$ cat src/rtl/evt_count_pkg.sv
package evt_count_pkg;
  localparam int ADDR_W        = 16;
  localparam int DATA_W        = 64;
  localparam int CODE_W        = 8;
  localparam int CODES_PER_SEL = 4;
  localparam int RUN_BIT       = 17;

  localparam logic [ADDR_W-1:0] A_CTRL = 16'h0408;
  localparam logic [ADDR_W-1:0] A_MASK = 16'h0800;
  localparam logic [ADDR_W-1:0] A_PEND = 16'h0808;
  localparam logic [ADDR_W-1:0] A_CLR  = 16'h080C;
  localparam logic [ADDR_W-1:0] A_ENA  = 16'h1C00;
  localparam logic [ADDR_W-1:0] A_VER  = 16'h1CF0;
  localparam logic [ADDR_W-1:0] A_SEL  = 16'h1D00;
  localparam logic [ADDR_W-1:0] A_CNT  = 16'h1E00;
endpackage

$ cat src/rtl/evt_cnt_slice.sv
module evt_cnt_slice #(
  parameter int CNT_W   = 48,
  parameter int CODE_W  = 8,
  parameter int NUM_EVT = 128
) (
  input  logic              clk,
  input  logic              rst,
  input  logic              run_i,
  input  logic              ena_i,
  input  logic [CODE_W-1:0] code_i,
  input  logic [NUM_EVT-1:0] evt_i,
  input  logic              wr_i,
  input  logic [CNT_W-1:0]  wdata_i,
  output logic [CNT_W-1:0]  cnt_o,
  output logic              wrap_o
);
  localparam int EVT_IW = (NUM_EVT > 1) ? $clog2(NUM_EVT) : 1;
  localparam logic [CODE_W:0] EVT_LIM = (CODE_W+1)'(NUM_EVT);

  logic [CNT_W-1:0] cnt_q;
  logic             code_ok;
  logic             hit;
  logic             inc;

  assign code_ok = (code_i != {CODE_W{1'b1}}) && ({1'b0, code_i} < EVT_LIM);
  assign hit     = code_ok && evt_i[code_i[EVT_IW-1:0]];
  assign inc     = run_i && ena_i && hit;
  assign wrap_o  = inc && !wr_i && (&cnt_q);
  assign cnt_o   = cnt_q;

  always_ff @(posedge clk) begin
    if (rst)       cnt_q <= '0;
    else if (wr_i) cnt_q <= wdata_i;
    else if (inc)  cnt_q <= cnt_q + 1'b1;
  end

  AST_RUN_GATE: assert property (@(posedge clk) disable iff (rst)
    (!run_i && !wr_i) |=> $stable(cnt_q));
  AST_ENA_GATE: assert property (@(posedge clk) disable iff (rst)
    (!ena_i && !wr_i) |=> $stable(cnt_q));
  AST_NONE_CODE: assert property (@(posedge clk) disable iff (rst)
    ((code_i == {CODE_W{1'b1}}) && !wr_i) |=> $stable(cnt_q));
  AST_ROLL_ZERO: assert property (@(posedge clk) disable iff (rst)
    wrap_o |=> (cnt_q == '0));
  AST_WR_WINS: assert property (@(posedge clk) disable iff (rst)
    wr_i |=> (cnt_q == $past(wdata_i)));
endmodule

$ cat src/rtl/evt_irq_ctrl.sv
module evt_irq_ctrl #(
  parameter int NUM_CNT = 8
) (
  input  logic               clk,
  input  logic               rst,
  input  logic [NUM_CNT-1:0] wrap_i,
  input  logic               mask_wr_i,
  input  logic               clr_wr_i,
  input  logic [NUM_CNT-1:0] wdata_i,
  output logic [NUM_CNT-1:0] mask_o,
  output logic [NUM_CNT-1:0] pend_o,
  output logic               irq_o
);
  logic [NUM_CNT-1:0] mask_q;
  logic [NUM_CNT-1:0] pend_q;
  logic [NUM_CNT-1:0] clr_vec;
  logic               irq_q;

  assign clr_vec = clr_wr_i ? wdata_i : '0;

  always_ff @(posedge clk) begin
    if (rst) begin
      mask_q <= '1;
      pend_q <= '0;
      irq_q  <= 1'b0;
    end else begin
      if (mask_wr_i) mask_q <= wdata_i;
      pend_q <= (pend_q & ~clr_vec) | wrap_i;
      irq_q  <= |(pend_q & ~mask_q);
    end
  end

  assign mask_o = mask_q;
  assign pend_o = pend_q;
  assign irq_o  = irq_q;

  AST_PEND_SET: assert property (@(posedge clk) disable iff (rst)
    (wrap_i != '0) |=> ((pend_q & $past(wrap_i)) == $past(wrap_i)));
  AST_CLR_DROPS: assert property (@(posedge clk) disable iff (rst)
    (clr_wr_i && (wrap_i == '0)) |=> ((pend_q & $past(wdata_i)) == '0));
  AST_ALL_MASKED: assert property (@(posedge clk) disable iff (rst)
    (mask_q == '1) |=> !irq_q);
endmodule

$ cat src/rtl/evt_count_unit.sv
module evt_count_unit
  import evt_count_pkg::*;
#(
  parameter int          NUM_CNT = 8,
  parameter int          CNT_W   = 48,
  parameter int          NUM_EVT = 128,
  parameter logic [31:0] VERSION = 32'h0001_0300
) (
  input  logic               clk,
  input  logic               rst,
  input  logic [15:0]        reg_addr,
  input  logic               reg_wr,
  input  logic [63:0]        reg_wdata,
  output logic [63:0]        reg_rdata,
  input  logic [NUM_EVT-1:0] evt_in,
  output logic               irq_out
);
  localparam int NUM_SEL = (NUM_CNT + CODES_PER_SEL - 1) / CODES_PER_SEL;
  localparam int CIW     = (NUM_CNT > 1) ? $clog2(NUM_CNT) : 1;
  localparam int SIW     = (NUM_SEL > 1) ? $clog2(NUM_SEL) : 1;
  localparam logic [ADDR_W-1:0] CNT_SPAN = ADDR_W'(8 * NUM_CNT);
  localparam logic [ADDR_W-1:0] SEL_SPAN = ADDR_W'(4 * NUM_SEL);

  logic               run_q;
  logic [NUM_CNT-1:0] ena_q;
  logic [31:0]        sel_q [NUM_SEL];
  logic [CNT_W-1:0]   cnt_val [NUM_CNT];
  logic [NUM_CNT-1:0] wrap_vec;
  logic [NUM_CNT-1:0] mask_w;
  logic [NUM_CNT-1:0] pend_w;
  logic [DATA_W-1:0]  rd_nxt;
  logic [DATA_W-1:0]  rdata_q;
  logic [ADDR_W-1:0]  cnt_off;
  logic [ADDR_W-1:0]  sel_off;
  logic               cnt_rd_hit;
  logic               sel_rd_hit;

  // control and enable registers
  always_ff @(posedge clk) begin
    if (rst) begin
      run_q <= 1'b0;
      ena_q <= '0;
    end else if (reg_wr) begin
      if (reg_addr == A_CTRL) run_q <= reg_wdata[RUN_BIT];
      if (reg_addr == A_ENA)  ena_q <= reg_wdata[NUM_CNT-1:0];
    end
  end

  // event select registers, four codes each
  for (genvar k = 0; k < NUM_SEL; k++) begin : g_sel
    localparam logic [ADDR_W-1:0] SEL_ADDR = A_SEL + ADDR_W'(4 * k);
    always_ff @(posedge clk) begin
      if (rst)                                  sel_q[k] <= '1;
      else if (reg_wr && reg_addr == SEL_ADDR)  sel_q[k] <= reg_wdata[31:0];
    end
  end

  // counters
  for (genvar i = 0; i < NUM_CNT; i++) begin : g_cnt
    localparam logic [ADDR_W-1:0] CNT_ADDR = A_CNT + ADDR_W'(8 * i);
    localparam int SREG = i / CODES_PER_SEL;
    localparam int LANE = i % CODES_PER_SEL;
    logic cnt_wr;
    assign cnt_wr = reg_wr && (reg_addr == CNT_ADDR);
    evt_cnt_slice #(
      .CNT_W  (CNT_W),
      .CODE_W (CODE_W),
      .NUM_EVT(NUM_EVT)
    ) u_slice (
      .clk    (clk),
      .rst    (rst),
      .run_i  (run_q),
      .ena_i  (ena_q[i]),
      .code_i (sel_q[SREG][CODE_W*LANE +: CODE_W]),
      .evt_i  (evt_in),
      .wr_i   (cnt_wr),
      .wdata_i(reg_wdata[CNT_W-1:0]),
      .cnt_o  (cnt_val[i]),
      .wrap_o (wrap_vec[i])
    );
  end

  evt_irq_ctrl #(.NUM_CNT(NUM_CNT)) u_irq (
    .clk      (clk),
    .rst      (rst),
    .wrap_i   (wrap_vec),
    .mask_wr_i(reg_wr && (reg_addr == A_MASK)),
    .clr_wr_i (reg_wr && (reg_addr == A_CLR)),
    .wdata_i  (reg_wdata[NUM_CNT-1:0]),
    .mask_o   (mask_w),
    .pend_o   (pend_w),
    .irq_o    (irq_out)
  );

  // read path
  assign cnt_off    = reg_addr - A_CNT;
  assign sel_off    = reg_addr - A_SEL;
  assign cnt_rd_hit = (reg_addr >= A_CNT) && (cnt_off < CNT_SPAN) && (cnt_off[2:0] == 3'd0);
  assign sel_rd_hit = (reg_addr >= A_SEL) && (sel_off < SEL_SPAN) && (sel_off[1:0] == 2'd0);

  always_comb begin
    rd_nxt = '0;
    if (cnt_rd_hit)               rd_nxt = DATA_W'(cnt_val[cnt_off[3 +: CIW]]);
    else if (sel_rd_hit)          rd_nxt = DATA_W'(sel_q[sel_off[2 +: SIW]]);
    else if (reg_addr == A_CTRL)  rd_nxt = DATA_W'(run_q) << RUN_BIT;
    else if (reg_addr == A_ENA)   rd_nxt = DATA_W'(ena_q);
    else if (reg_addr == A_MASK)  rd_nxt = DATA_W'(mask_w);
    else if (reg_addr == A_PEND)  rd_nxt = DATA_W'(pend_w);
    else if (reg_addr == A_VER)   rd_nxt = DATA_W'(VERSION);
  end

  always_ff @(posedge clk) begin
    if (rst) rdata_q <= '0;
    else     rdata_q <= rd_nxt;
  end

  assign reg_rdata = rdata_q;

  AST_RD_UPPER_ZERO: assert property (@(posedge clk) disable iff (rst)
    reg_rdata[DATA_W-1:CNT_W] == '0);
  AST_RUN_IDLE_IRQ: assert property (@(posedge clk) disable iff (rst)
    (pend_w == '0) |=> !irq_out);
endmodule

$ cat config.mk
export PLATFORM = sky130hd
export DESIGN_NAME = evt_count_unit
export DESIGN_NICKNAME = d
export VERILOG_FILES = /design/src/rtl/evt_count_pkg.sv /design/src/rtl/evt_cnt_slice.sv /design/src/rtl/evt_irq_ctrl.sv /design/src/rtl/evt_count_unit.sv
export SDC_FILE = /design/constraint.sdc
export NUM_CORES = 2
export LEC_CHECK = 0
export BUFFER_PORTS_ARGS = -buffer_cell sky130_fd_sc_hd__buf_2
export CAP_MARGIN = 20
export CELL_PAD_IN_SITES_DETAIL_PLACEMENT = 1
export CELL_PAD_IN_SITES_GLOBAL_PLACEMENT = 1
export CORE_ASPECT_RATIO = 1.75
export CORE_MARGIN = 4
export CORE_UTILIZATION = 48
export CTS_CLUSTER_DIAMETER = 150
export DETAILED_ROUTE_END_ITERATION = 12
export GPL_TIMING_DRIVEN = 0
export PLACE_DENSITY_LB_ADDON = 0.1
export SETUP_SLACK_MARGIN = 0.1
export SKIP_CTS_REPAIR_TIMING = 1
export SYNTH_ARGS = -nofsm -noshare
export SYNTH_HDL_FRONTEND = slang
export SYNTH_SLANG_ARGS = --single-unit
export TNS_END_PERCENT = 10
$ cat constraint.sdc
create_clock -name clk -period 3.6 [get_ports clk]
set_input_delay 0 -clock clk [delete_from_list [all_inputs] [get_ports clk]]
set_output_delay 0 -clock clk [all_outputs]
set_load 0.005 [all_outputs]
==> impl_metrics.ini, run 1 <==
[placement]
place_ws_ps = -1990
hpwl_um = 194000
gp_congestion = 1.25
portBuffers = 198
dpl.cell_count = 5525

[clock_network]
clock-sinks = 522
clk_path_buf_depth = 3
root_buffer = clkbuf_16
cts_buffers = 48
ctsHtreeMaxLevel = 2

[global_routing]
grt.total_usage = 0.642
grt-ovfl-total = 59
grt_pass1_vias = 48118
grt_max_degree = 33
grt_pass1_wl_um = 403000

[synth]
synth-async-reset-ratio = 0
synth_ff_type = dfxtp_1
synth_top_area_share = 0.234
synth_edf_count = 64
synth_area_sq_mm = 0.0392
ys_ff_latch = 522
yosys-top-cells-area = dfxtp_1 23%, mux4_2 19%, edfxtp_1 4.9%
syn_avg_cell_area_sq_um = 9.27
seq_area_frac_synth = 0.283
yosysTopAreaCell = dfxtp_1
synth_cell_types = 85
yosys_warnings = 0
synthCells = 4224

[die]
top_level_ports = 276
row_count = 138
initial_utilization = 0.484
die_x_um = 224
fp.dieH_um = 386

[run_status]
stop_stage = global routing
status = stopped before the end
error = [ERROR GRT-0116] Global routing finished with congestion. Check the congestion regions in the DRC Viewer.
[logic make-up after synthesis]
family	synth area share
AOI/OAI and AO/OA	0.152
other	0.0000958
DFF	0.283
xor gates and xnor gates	0.0476
and+or+nand+nor	0.213
muxes	0.245
buffers and inverters	0.0556
adders and majority gates	0.00320
[cells in the mapped netlist, drive strengths merged, types with 12 or more instances]
master and instances:
inv 81, nand3 155, o211ai 34, nand3b 12, mux2 30, edfxtp 64, nand4 127, nand2b 62
a22oi 36, o21ai 147, or3 110, a211oi 203, clkbuf 247, nor2b 26, o2111ai 18, and4 41
and3 90, or2 17, o31ai 36, nor3 76, mux4 329, o22ai 47, a31oi 20, a221oi 12
and2 42, nor4b 16, xor2 104, nand2 280, or4 37, dfxtp 458, mux2i 185, a311oi 135
xnor2 109, buf 169, a21oi 60, nor4 49, nor2 438
[layer usage]
layer,track usage,overflow
met5,0.0772,0
met4,0.695,31
met3,0.372,1
met2,0.880,27
met1,0.635,0
[stage by stage]
step / TNS [ps] / hold WS [ps] / area (sq um)
floorplan: 0 / 181 / 39200
global placement: -297910 / 339 / 41500
detailed placement: -224990 / 342 / 42100
CTS: -198050 / -289 / 43700
==> run 2: changes to the inputs <==
- CELL_PAD_IN_SITES_DETAIL_PLACEMENT: 1 -> unset
- CELL_PAD_IN_SITES_GLOBAL_PLACEMENT: 1 -> unset
- CORE_ASPECT_RATIO: 1.75 -> unset
- CORE_UTILIZATION: 48 -> 40
- CTS_CLUSTER_DIAMETER: 150 -> unset
- PLACE_DENSITY_LB_ADDON: 0.1 -> 0.15
- SETUP_SLACK_MARGIN: 0.1 -> unset
==> run 2 against run 1 <==
Net effect: the flow now finishes, with violations (negative hold slack, negative setup slack); synthesized cell count unchanged; area after synthesis did not move.
==> impl_metrics.ini, run 2 <==
[run_status]
status = finished with violations
violations = negative hold slack, negative setup slack

[worst_setup_path]
r2r_start = sel_q[0][26]
crit_path_end_kind = flop
crit_type = flop to flop
crit_fanout = 10
r2r_end = g_cnt[3].u_slice.cnt_o[44]
startpoint = sel_q[0][26]
reg2regPathDepth = 9
arrival_ps = 4310
cp-endpoint = g_cnt[3].u_slice.cnt_o[44]
cp.required_ps = 4150
reg2reg_slack_ps = -160
cp-start-kind = flop

[synth]
synth_most_common_cell = dfxtp_1
yosys-top-cells-area = dfxtp_1 23%, mux4_2 19%, edfxtp_1 4.9%
ys_ff_latch = 522
synth_top_area_share = 0.234
seq_area_frac_synth = 0.283
synth_edf_count = 64
synth_area_sq_mm = 0.0392
netlist_top_cells_count = 458 x dfxtp_1, 438 x nor2_1, 329 x mux4_2
synth-async-reset-ratio = 0
yosys_warnings = 0
syn_avg_cell_area_sq_um = 9.27
yosysTopAreaCell = dfxtp_1
synth_ff_type = dfxtp_1
synth_cell_types = 85
synthCells = 4224

[layout]
multi_input_area_sq_mm = 0.0263
final_common_cell = dfxtp_1
drive_gt1_frac = 0.197
area_growth_pct = 15.9
nFillCells = 9327
largest_reg_flops = 384
layout_common_cells = 457 x dfxtp_1, 436 x nor2_1, 329 x mux4_2, 277 x nand2_1, 236 x clkbuf_1
regArea_sq_mm = 0.0111
nets = 4797

[drt]
drc = 0
vias = 41593
ant_nets = 0
wirelength_um = 223000
drt_iter0_drc = 5901
firstDrtPassIters = 8
drt-wirelength-per-cell_um = 37.8
met2_length_um = 96300
wl_met1_um = 78600
dr_wl_met3_um = 24500
highest_layer = met5
routed_via_density = 7.04

[placement]
portBuffers = 198
place_ws_ps = -1060
hpwl_um = 170000
gp_congestion = 1.06

[die]
die_x_um = 321
row_count = 114
top_level_ports = 276
initial_utilization = 0.404
core_area_sq_mm = 0.0969
fp.dieH_um = 321
die-area_sq_mm = 0.103

[clock_network]
clock_latency_ps = 670
clk_path_buf_depth = 3
clk_pin_slew_ps = 70
cts_buffers = 59
root_buffer = clkbuf_16
ctsHtreeMaxLevel = 2
clock-sinks = 522
cts_tree = built

[power_and_ir_drop]
switchingPower_w = 0.00451
seq_power_share = 0.397
p_leak_nw = 15.1
p_int_w = 0.0106
switching_share = 0.299
peakVddDrop_uv = 379
p_per_area_mw_per_mm2 = 333
power_frac_comb = 0.175
clkPwrFrac = 0.428
power.total_w = 0.0151

[global_routing]
grt_pass1_wl_um = 305000
grt-ovfl-total = 0
grt_max_degree = 33
antenna_found_initial = 20
grt_pass1_vias = 38145
grt.total_usage = 0.416

[sta]
whs_ps = -33.8
clock_skew_ps = 28.7
slew_headroom = 0.126
drv_slew = 0
tightest_slew_ps = 1310
grt_setup_unrepaired = true
min_period_ps = 3760
post-route-worst-setup-slack_ps = -160
final_hold_viol_count = 5
finalSetupTns_ps = -3120
finalCritPeriodShare = 1.04
fmax_mhz = 266
final-setup-viol-count = 58

[job]
maxCapViolations = 0

[hold_path]
hold_class = input port to flop
## run 2: logic make-up after synthesis
| family | count (synthesis) | share of synthesized area |
|---|---|---|
| flip-flops | 522 | 0.283 |
| other | 1 | 0.0000958 |
| adder cells (fa/ha/maj) | 10 | 0.00320 |
| XOR/XNOR | 213 | 0.0476 |
| buffers and inverters | 497 | 0.0556 |
| AO/OA/AOI/OAI | 825 | 0.152 |
| multiplexers | 544 | 0.245 |
| AND/OR/NAND/NOR | 1612 | 0.213 |
## run 2: area by class of cell
cell class                 instances  share of cell area
timing repair buffer             287              0.0447
buffer                           405              0.0455
clock buffer                      88              0.0388
multi-input combinational       3220               0.579
antenna                           12            0.000662
sequential                       522               0.244
tap                             1276              0.0352
clock inverter                    20             0.00519
inverter                          81             0.00670
## run 2: critical path: stages (launching register included)
cell and delay [ps]:
edfxtp_1 960, nor2b_2 360, a221oi_1 120, mux4_2 630
o22ai_4 220, buf_12 180, buf_4 140, nand2_1 220
or4_1 480, a311oi_1 300
## run 2: power by group through the flow
stage          registers (W)  logic, W  clock network [W]
2_1_floorplan        0.00607   0.00131                  0
3_3_place_gp         0.00611   0.00240                  0
3_5_place_dp         0.00611   0.00244                  0
4_1_cts              0.00599   0.00245            0.00647
5_1_grt              0.00600   0.00266            0.00669
6_report             0.00600   0.00265            0.00647
## run 2: worst min path at each step
stage / startpoint / endpoint / cells past startpoint
2_1_floorplan: reg_wdata[17] / g_cnt[4].u_slice.cnt_o[17] / 2
3_3_place_gp: reg_wdata[17] / g_cnt[4].u_slice.cnt_o[17] / 3
3_5_place_dp: reg_wdata[17] / g_cnt[4].u_slice.cnt_o[17] / 3
4_1_cts: reg_wdata[17] / g_cnt[4].u_slice.cnt_o[17] / 3
5_1_grt: reg_wdata[27] / g_cnt[7].u_slice.cnt_o[27] / 3
6_report: reg_wdata[41] / g_cnt[2].u_slice.cnt_o[41] / 3
## run 2: layer usage
layer  track usage  vias to the layer above
met4         0.355                        4
met2         0.630                     3166
met3         0.106                      855
met5             0                        -
met1         0.497                    20502
li1              -                    17066
## run 2: per-stage QoR
stage	utilization	area, sq um	hold WS [ps]	std cells
floorplan	-	39200	181	4239
global placement	0.432	41800	313	5713
detailed placement	0.436	42200	318	5738
CTS	0.457	44200	-379	5846
global route	0.468	45300	-17.3	5901
finish	0.468	45400	-33.8	5911
Power figures use the tool's default switching activity.
